`config.mk`:
```
export PLATFORM = sky130hd
export DESIGN_NAME = scrub_sched
export DESIGN_NICKNAME = d
export VERILOG_FILES = /design/src/rtl/scrub_pkg.sv /design/src/rtl/scrub_gate.sv /design/src/rtl/scrub_credit.sv /design/src/rtl/scrub_row_ptr.sv /design/src/rtl/scrub_sched.sv
export SDC_FILE = /design/constraint.sdc
export NUM_CORES = 1
export LEC_CHECK = 0
export ABC_AREA = 1
export BUFFER_PORTS_ARGS = -buffer_cell sky130_fd_sc_hd__buf_2
export CORE_MARGIN = 2
export CORE_UTILIZATION = 49
export CTS_CLUSTER_SIZE = 25
export DETAILED_ROUTE_END_ITERATION = 12
export PLACE_DENSITY = 0.78
export SLEW_MARGIN = 40
export SYNTH_ARGS = -nofsm -noshare
export SYNTH_HDL_FRONTEND = slang
export SYNTH_HIERARCHICAL = 1
export SYNTH_SLANG_ARGS = --single-unit
```
`constraint.sdc`:
```
create_clock -name clk -period 1.5 [get_ports clk]
set_input_delay 0.3 -clock clk [delete_from_list [all_inputs] [get_ports clk]]
set_output_delay 0.3 -clock clk [all_outputs]
set_load 0.02 [all_outputs]
```
`src/rtl/scrub_pkg.sv`:
```
package scrub_pkg;
    typedef enum logic [1:0] {
        ST_OFF   = 2'd0,
        ST_WAIT  = 2'd1,
        ST_READY = 2'd2
    } scrub_state_e;
endpackage

```
`src/rtl/scrub_gate.sv`:
```
module scrub_gate (
    input  logic clk,
    input  logic rst_n,
    input  logic rd_req,
    input  logic wr_req,
    input  logic single_port,
    input  logic cbuf_full,
    output logic port_free
);
    logic wr_blocks;

    always_comb begin
        wr_blocks = single_port & wr_req;
        port_free = ~rd_req & ~wr_blocks & ~cbuf_full;
    end

    // a full correction buffer never leaves the scrub path open
    assert_cbuf_closes_R7: assert property (@(posedge clk) disable iff (!rst_n)
        cbuf_full |-> !port_free);
endmodule

```
`src/rtl/scrub_credit.sv`:
```
module scrub_credit #(
    parameter int IVL_W = 8
) (
    input  logic             clk,
    input  logic             rst_n,
    input  logic             load,
    input  logic [IVL_W-1:0] load_val,
    input  logic             dec,
    output logic [IVL_W-1:0] cnt,
    output logic             last
);
    always_ff @(posedge clk or negedge rst_n) begin
        if (!rst_n) begin
            cnt <= '0;
        end else if (load) begin
            cnt <= load_val;
        end else if (dec) begin
            cnt <= cnt - 1'b1;
        end
    end

    always_comb begin
        last = (cnt == IVL_W'(1));
    end

    // the counter is never stepped below zero
    assert_no_underflow_R5: assert property (@(posedge clk) disable iff (!rst_n)
        dec |-> cnt != '0);
endmodule

```
`src/rtl/scrub_row_ptr.sv`:
```
module scrub_row_ptr #(
    parameter int DEPTH = 16,
    parameter int AW    = (DEPTH > 1) ? $clog2(DEPTH) : 1
) (
    input  logic          clk,
    input  logic          rst_n,
    input  logic          adv,
    output logic [AW-1:0] row,
    output logic          tag,
    output logic [AW-1:0] tag_row
);
    localparam logic [AW-1:0] LAST_ROW = AW'(DEPTH - 1);
    logic [AW-1:0] row_inc;

    generate
        if (DEPTH == (1 << AW)) begin : g_pow2
            always_comb row_inc = row + 1'b1;
        end else begin : g_odd
            always_comb row_inc = (row == LAST_ROW) ? '0 : row + 1'b1;
        end
    endgenerate

    always_ff @(posedge clk or negedge rst_n) begin
        if (!rst_n) begin
            row     <= '0;
            tag     <= 1'b0;
            tag_row <= '0;
        end else begin
            tag <= adv;
            if (adv) begin
                row     <= row_inc;
                tag_row <= row;
            end
        end
    end

    // the row only moves on a granted scrub
    assert_row_hold_R8: assert property (@(posedge clk) disable iff (!rst_n)
        !adv |=> $stable(row));
    // wrap from the last row back to zero
    assert_row_wrap_R9: assert property (@(posedge clk) disable iff (!rst_n)
        (adv && row == LAST_ROW) |=> row == '0);
    // the tag carries the row just granted
    assert_tag_row_R10: assert property (@(posedge clk) disable iff (!rst_n)
        adv |=> (tag && tag_row == $past(row)));
endmodule

```
`src/rtl/scrub_sched.sv`:
```
module scrub_sched #(
    parameter int DEPTH = 16,
    parameter int IVL_W = 8,
    parameter int AW    = (DEPTH > 1) ? $clog2(DEPTH) : 1
) (
    input  logic             clk,
    input  logic             rst_n,
    input  logic             scrub_en,
    input  logic [IVL_W-1:0] scrub_interval,
    input  logic             single_port,
    input  logic             rd_req,
    input  logic             wr_req,
    input  logic             cbuf_full,
    input  logic             scrub_grant,
    output logic             scrub_req,
    output logic [AW-1:0]    scrub_row,
    output logic             scrub_tag,
    output logic [AW-1:0]    tag_row
);
    import scrub_pkg::*;

    scrub_state_e     state_q, state_d;
    logic             port_free;
    logic             fire;
    logic             long_ivl;
    logic             ld;
    logic             dec;
    logic [IVL_W-1:0] ld_val;
    logic [IVL_W-1:0] cnt;
    logic             cnt_last;

    scrub_gate u_gate (
        .clk         (clk),
        .rst_n       (rst_n),
        .rd_req      (rd_req),
        .wr_req      (wr_req),
        .single_port (single_port),
        .cbuf_full   (cbuf_full),
        .port_free   (port_free)
    );

    scrub_credit #(.IVL_W(IVL_W)) u_credit (
        .clk      (clk),
        .rst_n    (rst_n),
        .load     (ld),
        .load_val (ld_val),
        .dec      (dec),
        .cnt      (cnt),
        .last     (cnt_last)
    );

    scrub_row_ptr #(.DEPTH(DEPTH), .AW(AW)) u_row (
        .clk     (clk),
        .rst_n   (rst_n),
        .adv     (fire),
        .row     (scrub_row),
        .tag     (scrub_tag),
        .tag_row (tag_row)
    );

    always_comb begin
        long_ivl = scrub_interval > IVL_W'(1);
        ld_val   = long_ivl ? scrub_interval - 1'b1 : '0;
    end

    // state register
    always_ff @(posedge clk or negedge rst_n) begin
        if (!rst_n) state_q <= ST_OFF;
        else        state_q <= state_d;
    end

    // outputs
    always_comb begin
        scrub_req = (state_q == ST_READY) & scrub_en & port_free;
        fire      = scrub_req & scrub_grant;
    end

    // transitions
    always_comb begin
        state_d = state_q;
        ld      = 1'b0;
        dec     = 1'b0;
        unique case (state_q)
            ST_OFF: begin
                if (scrub_en) begin
                    ld      = 1'b1;
                    state_d = long_ivl ? ST_WAIT : ST_READY;
                end
            end
            ST_WAIT: begin
                if (!scrub_en)     state_d = ST_OFF;
                else if (cnt_last) state_d = ST_READY;
                else               dec     = 1'b1;
            end
            ST_READY: begin
                if (!scrub_en) begin
                    state_d = ST_OFF;
                end else if (fire) begin
                    ld      = 1'b1;
                    state_d = long_ivl ? ST_WAIT : ST_READY;
                end
            end
            default: state_d = ST_OFF;
        endcase
    end

    // no request while disabled
    assert_off_quiet_R2: assert property (@(posedge clk) disable iff (!rst_n)
        !scrub_en |-> !scrub_req);
    // regular reads always win
    assert_read_wins_R5: assert property (@(posedge clk) disable iff (!rst_n)
        rd_req |-> !scrub_req);
    // writes win in single-port mode
    assert_write_wins_R6: assert property (@(posedge clk) disable iff (!rst_n)
        (single_port && wr_req) |-> !scrub_req);
    // a blocked pending scrub is kept
    assert_pending_kept_R5: assert property (@(posedge clk) disable iff (!rst_n)
        (state_q == ST_READY && scrub_en && !fire) |=> state_q == ST_READY);
    // a counting state always holds credit
    assert_wait_credit_R3: assert property (@(posedge clk) disable iff (!rst_n)
        (state_q == ST_WAIT) |-> cnt != '0);
endmodule

```
# Word-level counts from Yosys, hierarchy flattened

Cells that the tools add are included.

Logic and storage cells: 44
Input port bits: 16
Bits in registers: 19
Output and inout port bits: 10

Muxes and demuxes: 17
Bitwise operators: 9
Reductions and logical operators: 3
$add $sub $neg: 3
Magnitude comparators: 1
Equality and inequality tests: 6

Operators by type and width:

| operator            | number |
|---|---|
| $mux 8              | 3 |
| $sub 8x1->8 const B | 2 |
| $mux 2              | 6 |
| $eq 8x1->1 const B  | 1 |
| $gt 8x1->1 const B  | 1 |
| $and 1x1->1         | 6 |
| $mux 1              | 6 |
| $pmux 2 s3          | 1 |
| $add 4x1->4 const B | 1 |
| $ne 3x2->1 const B  | 1 |
| $ne 3x3->1 const B  | 1 |
| $not 1->1           | 3 |
| $reduce_and 3->1    | 1 |
| $eq 2x1->1 const B  | 1 |
| $eq 2x2->1 const B  | 1 |
| $logic_not 2->1     | 1 |
| $ne 2x2->1 const B  | 1 |
| $pmux 1 s2          | 1 |
| $reduce_bool 2->1   | 1 |

# Longest topological paths before layout

Depth in word-level cells: 10
Mapped depth: 13
Mapped depth without buffers: 13

# Modules after synthesis

The synthesis kept the hierarchy.

By module, submodules not included:

| module        | area an instance (um2) | cells each | times used | seq. area each (um2) |
|---|---|---|---|---|
| scrub_credit  | 540.5                  | 74         | 1          | 200.2 |
| scrub_sched   | 473.0                  | 80         | 1          | 50.0 |
| scrub_row_ptr | 365.4                  | 36         | 1          | 225.2 |
| scrub_gate    | 15.0                   | 4          | 1          | 0.0 |

# Worst setup path after synthesis

Ideal clock, no wire load.

Path kind: input to register
Start point: input cbuf_full
End point: register u_credit.cnt[5]
Arrival: 1.413 ns
Setup slack: -0.029 ns
Library setup time: 0.116 ns
Buffers on the path: 1
Cell stages on the path: 13
Required time: 1.384 ns
Cell sequence: nor2_1 -> nand2_1 -> inv_1 -> inv_1 -> nor2_2 -> nand2_1 -> o21ai_1 -> buf_4 -> inv_1 -> nor2_1 -> nor2_1 -> nand2_1 -> nand2_1

Word-level cells in the longest chain between the ends: 8
Elaborated cells between the ends (all ways): 9
Classes of those cells: mux (4); bitwise (4); reduce/logical (1)

Ends and longest elaborated chain:

| item                                        | RTL line           | text |
|---|---|---|
| start: declaration                          | scrub_sched.sv:13  | `input logic cbuf_full,` |
| $not 1->1 *                                 | scrub_gate.sv:14   | `port_free = ~rd_req & ~wr_blocks & ~cbuf_full;` |
| $and 1x1->1 *                               | scrub_gate.sv:14   |  |
| via port_free                               | scrub_sched.sv:23  | `logic port_free;` |
| $and 1x1->1 *                               | scrub_sched.sv:74  | `scrub_req = (state_q == ST_READY) & scrub_en & port_free;` |
| via scrub_req                               | scrub_sched.sv:15  | `output logic scrub_req,` |
| $and 1x1->1 *                               | scrub_sched.sv:75  | `fire = scrub_req & scrub_grant;` |
| $mux 1 *                                    | scrub_sched.sv:98  | `end else if (fire) begin` |
| $mux 1 *                                    | scrub_sched.sv:96  | `if (!scrub_en) begin` |
| $pmux 1 s2 *                                | scrub_sched.sv:83  | `unique case (state_q)` |
| via ld                                      | scrub_sched.sv:26  | `logic ld;` |
| $mux 8 or $reduce_bool 2->1 (tied branches) | n/a                |  |
| end signal: assignment                      | scrub_credit.sv:16 | `cnt <= load_val;` |
| end signal: assignment                      | scrub_credit.sv:18 | `cnt <= cnt - 1'b1;` |
| end: declaration                            | scrub_credit.sv:9  | `output logic [IVL_W-1:0] cnt,` |

The timed path passes the listed nets; every way through them passes the cells marked *.
A chain may end at the register's enable or synchronous reset.

# Final worst setup path

Start point: register u_credit.cnt[0]
End point: register u_credit.cnt[3]

Word-level cells in the longest chain between the ends: 5
Elaborated cells between the ends (all ways): 8
Classes of those cells: add/sub (1); eq/ne (1); mux (5); reduce/logical (1)

Ends and longest elaborated chain:

| item                        | RTL line           | text |
|---|---|---|
| $eq 8x1->1                  | scrub_credit.sv:23 | `last = (cnt == IVL_W'(1));` |
| via cnt_last                | scrub_sched.sv:30  | `logic cnt_last;` |
| $mux 1                      | scrub_sched.sv:92  | `else if (cnt_last) state_d = ST_READY;` |
| $mux 1                      | scrub_sched.sv:91  | `if (!scrub_en) state_d = ST_OFF;` |
| $mux 1                      | scrub_sched.sv:83  |  |
| via dec                     | scrub_sched.sv:27  | `logic dec;` |
| $reduce_bool 2->1 (no line) | n/a                |  |

The timed path passes the listed nets, and every way through them passes these cells. The select of a mux whose other input is x is not followed.

==> metrics <==
status finished, violations left; violated checks negative setup slack; Die Ht 57.3 um; wire per inst 10.8 um; Routed Antenna Nets 0; sequential share of power 31.7%; sequential-to-total area share from yosys stat 34.1%; min cycle time layout 1.51 ns; Post-Synthesis Cells 194; DRT iter0 DRCs 42; Synth top area share 34.1%; Setup WS pre-CTS -0.0296 ns; Rel. slew slack 71.0%; RSZ-0062 raised after global routing yes; IO Pins 26; Syn Area/Cell 7.18 sq um; layout cells sized above 1 38.8%; Via Count 1,332; DRC 0; worst vdd ir 1.13 mV; synthesis-to-finish area growth 27.3%; Yosys cell types 26; starting density of the core 51.0%; NetSw 1.10 mW; Num CTS Buffers 3; fin crit share 101%; H-tree depth 1; first-pass detailed-route iteration total 4; Die ar. 3290 sq um; row cnt 19; Syn Nets 215; final max-slew violation count 0; commonest cells after routing, fill and taps aside nand2_1 (56), buf_2 (24), nor2_1 (21), buf_4 (21), inv_1 (20); chip width 57.3 um; first-pass GRT wire length 4910 um; combinational share of power 57.2%; vias per inst 4.88; Tot Pwr 2.49 mW; # diodes 0; P_leak 1.01 nW; CP Max Fanout 4; register area 475 sq um; CTS root buffer clkbuf_4; WL final 2950 um; CTS tree yes; Post-Syn Area 1390 sq um; largest area contributor in the netlist dfrtp_1; max-cap viol count 0; commonest non-fill, non-tap cell in the layout nand2_1; Final Hold Vio Count 0; worst setup margin -0.0141 ns; Final setup viols 1; synth top area cells dfrtp_1 (34%), nand2_1 (15%), nor2_1 (6.2%); largest net degree at the start of global routing 20; YS warnings 6; area of the multi-input gates 813 sq um; FF+latch count, synth 19; layout net count 264; vias in the first global route 1,204; CP Data Arrival Time 1.75 ns; Setup CP Type reg2reg; Sw Share 44.2%; Core Region 2730 sq um; CTS max path bufs 2; Final HPWL DP 2270 um; GRT Overall Usage 18.8%; Crit. End Element flop; Required @ worst endpoint 1.74 ns; Worst-Skew Late Latency 0.31 ns; Min-Delay Path Class in2reg; slew of the pin with the lowest slew margin 0.435 ns; Power Density 1400 nW/um^2; clock power share 11.0%; Pint 1.39 mW; GP Congestion 0.871; clk sinks 19; Startpoint Class flop; number of fill cells 250; gr ovfl total 0; initial antenna violation count 0; Max Clk Rate 0.660 GHz; Final Skew 0.0191 ns; Port Buf Inserts 25; Reg clk slew, reported paths 0.13 ns
[sequential cells by signal, summed over array words and instances (netlist names)]
register and cells:
u_credit/cnt 8, u_row/row 4, u_row/tag_row 4, state_q 2
u_row/tag 1
[Yosys cell counts, drive strengths merged]
cell     n
a21boi   1
nand2   61
nor2    34
xnor2    1
nand3   11
o211ai   2
ha       5
dfrtp   19
a22oi    5
nand4    2
xor2     2
o21ai    9
nand3b   1
a21oi    6
inv     33
buf      2
[path summary, 6_finish.rpt]
check                      cells after the start  slack (ns)                           end                         start
setup / recovery                              12       -0.01   u_credit/cnt[3]$_DFFE_PN0P_   u_credit/cnt[0]$_DFFE_PN0P_
hold / removal                                 4        0.25        state_q[1]$_DFFE_PN0P_                   scrub_grant
setup reg to reg                              12       -0.01   u_credit/cnt[3]$_DFFE_PN0P_   u_credit/cnt[0]$_DFFE_PN0P_
hold reg to reg                                2        0.49  u_row/tag_row[0]$_DFFE_PN0P_  u_row/tag_row[0]$_DFFE_PN0P_
max in group asynchronous                      2        0.73  u_row/tag_row[2]$_DFFE_PN0P_                         rst_n
min in group asynchronous                      2        0.45        state_q[0]$_DFFE_PN0P_                         rst_n
[cell type report]
class | instances | share of cell area [%]
Clock buffer | 3 | 1.27
Clock inverter | 1 | 0.423
Inverter | 33 | 7.26
Multi-Input combinational cell | 140 | 45.8
Sequential cell | 19 | 26.8
Tap cell | 31 | 2.19
Timing Repair Buffer | 46 | 16.2
[layer usage]
layer  global-route usage, %  vias to the layer above  wire length, um
li1                        -                      702                -
met1                    25.3                      595             1390
met2                    32.0                       35             1420
met3                    3.63                        0              137
met4                    3.32                        0                0
met5                       0                        -                0
[logic make-up (layout without fill, tap and decap cells)]
family | count (synthesis) | in the layout | synth area share [%]
AOI/OAI and AO/OA | 23 | 23 | 11.8
xor gates and xnor gates | 3 | 3 | 1.89
adders and majority gates | 5 | 5 | 4.49
buffers and inverters | 35 | 83 | 10.6
DFF | 19 | 19 | 34.1
and+or+nand+nor | 109 | 109 | 37.1
[what timing repair did]
| item | in CTS | in global routing |
|---|---|---|
| pin swaps | 5 | 13 |
| gates resized for setup | 6 | 5 |
| buffers inserted | 3 | 1 |
| hold buffers | 1 | 0 |
| hold endpoints to repair | 19 | 0 |
| gates cloned | 0 | 0 |
| setup endpoints to repair | 7 | 11 |
[power by group through the flow]
| stage | sequential [mW] | combinational, mW | clock, mW |
|---|---|---|---|
| 6_report | 0.791 | 1.43 | 0.275 |
| 5_1_grt | 0.814 | 1.58 | 0.305 |
| 4_1_cts | 0.782 | 1.38 | 0.292 |
| 3_5_place_dp | 0.782 | 1.29 | 0 |
| 3_3_place_gp | 0.781 | 1.28 | 0 |
| 2_1_floorplan | 0.817 | 0.815 | 0 |
[worst max-delay path, cell delays in order, from the launching register on]
cell and delay [ns]:
dfrtp_1 0.43, ha_4 0.17, nand3_2 0.05, nor2_2 0.04, nor2_1 0.09, nand2_1 0.08
inv_2 0.11, inv_2 0.05, nor2_4 0.12, inv_2 0.06, a21oi_2 0.09, o21ai_1 0.08
nand2_1 0.07
[metrics by stage]
stage / hold WS (ns) / utilization, % / cell area, sq um / instances / setup TNS, ns
2_1_floorplan: 0.00441 / - / 1400 / 194 / 0
3_3_place_gp: 0.267 / 60.9 / 1660 / 264 / -0.0192
3_5_place_dp: 0.266 / 60.9 / 1660 / 264 / -0.119
4_1_cts: 0.251 / 64.0 / 1750 / 272 / 0
5_1_grt: 0.250 / 64.9 / 1770 / 273 / -0.366
6_report: 0.253 / 64.9 / 1770 / 273 / -0.0141
Note: power is estimated with default switching activity, not from simulation.
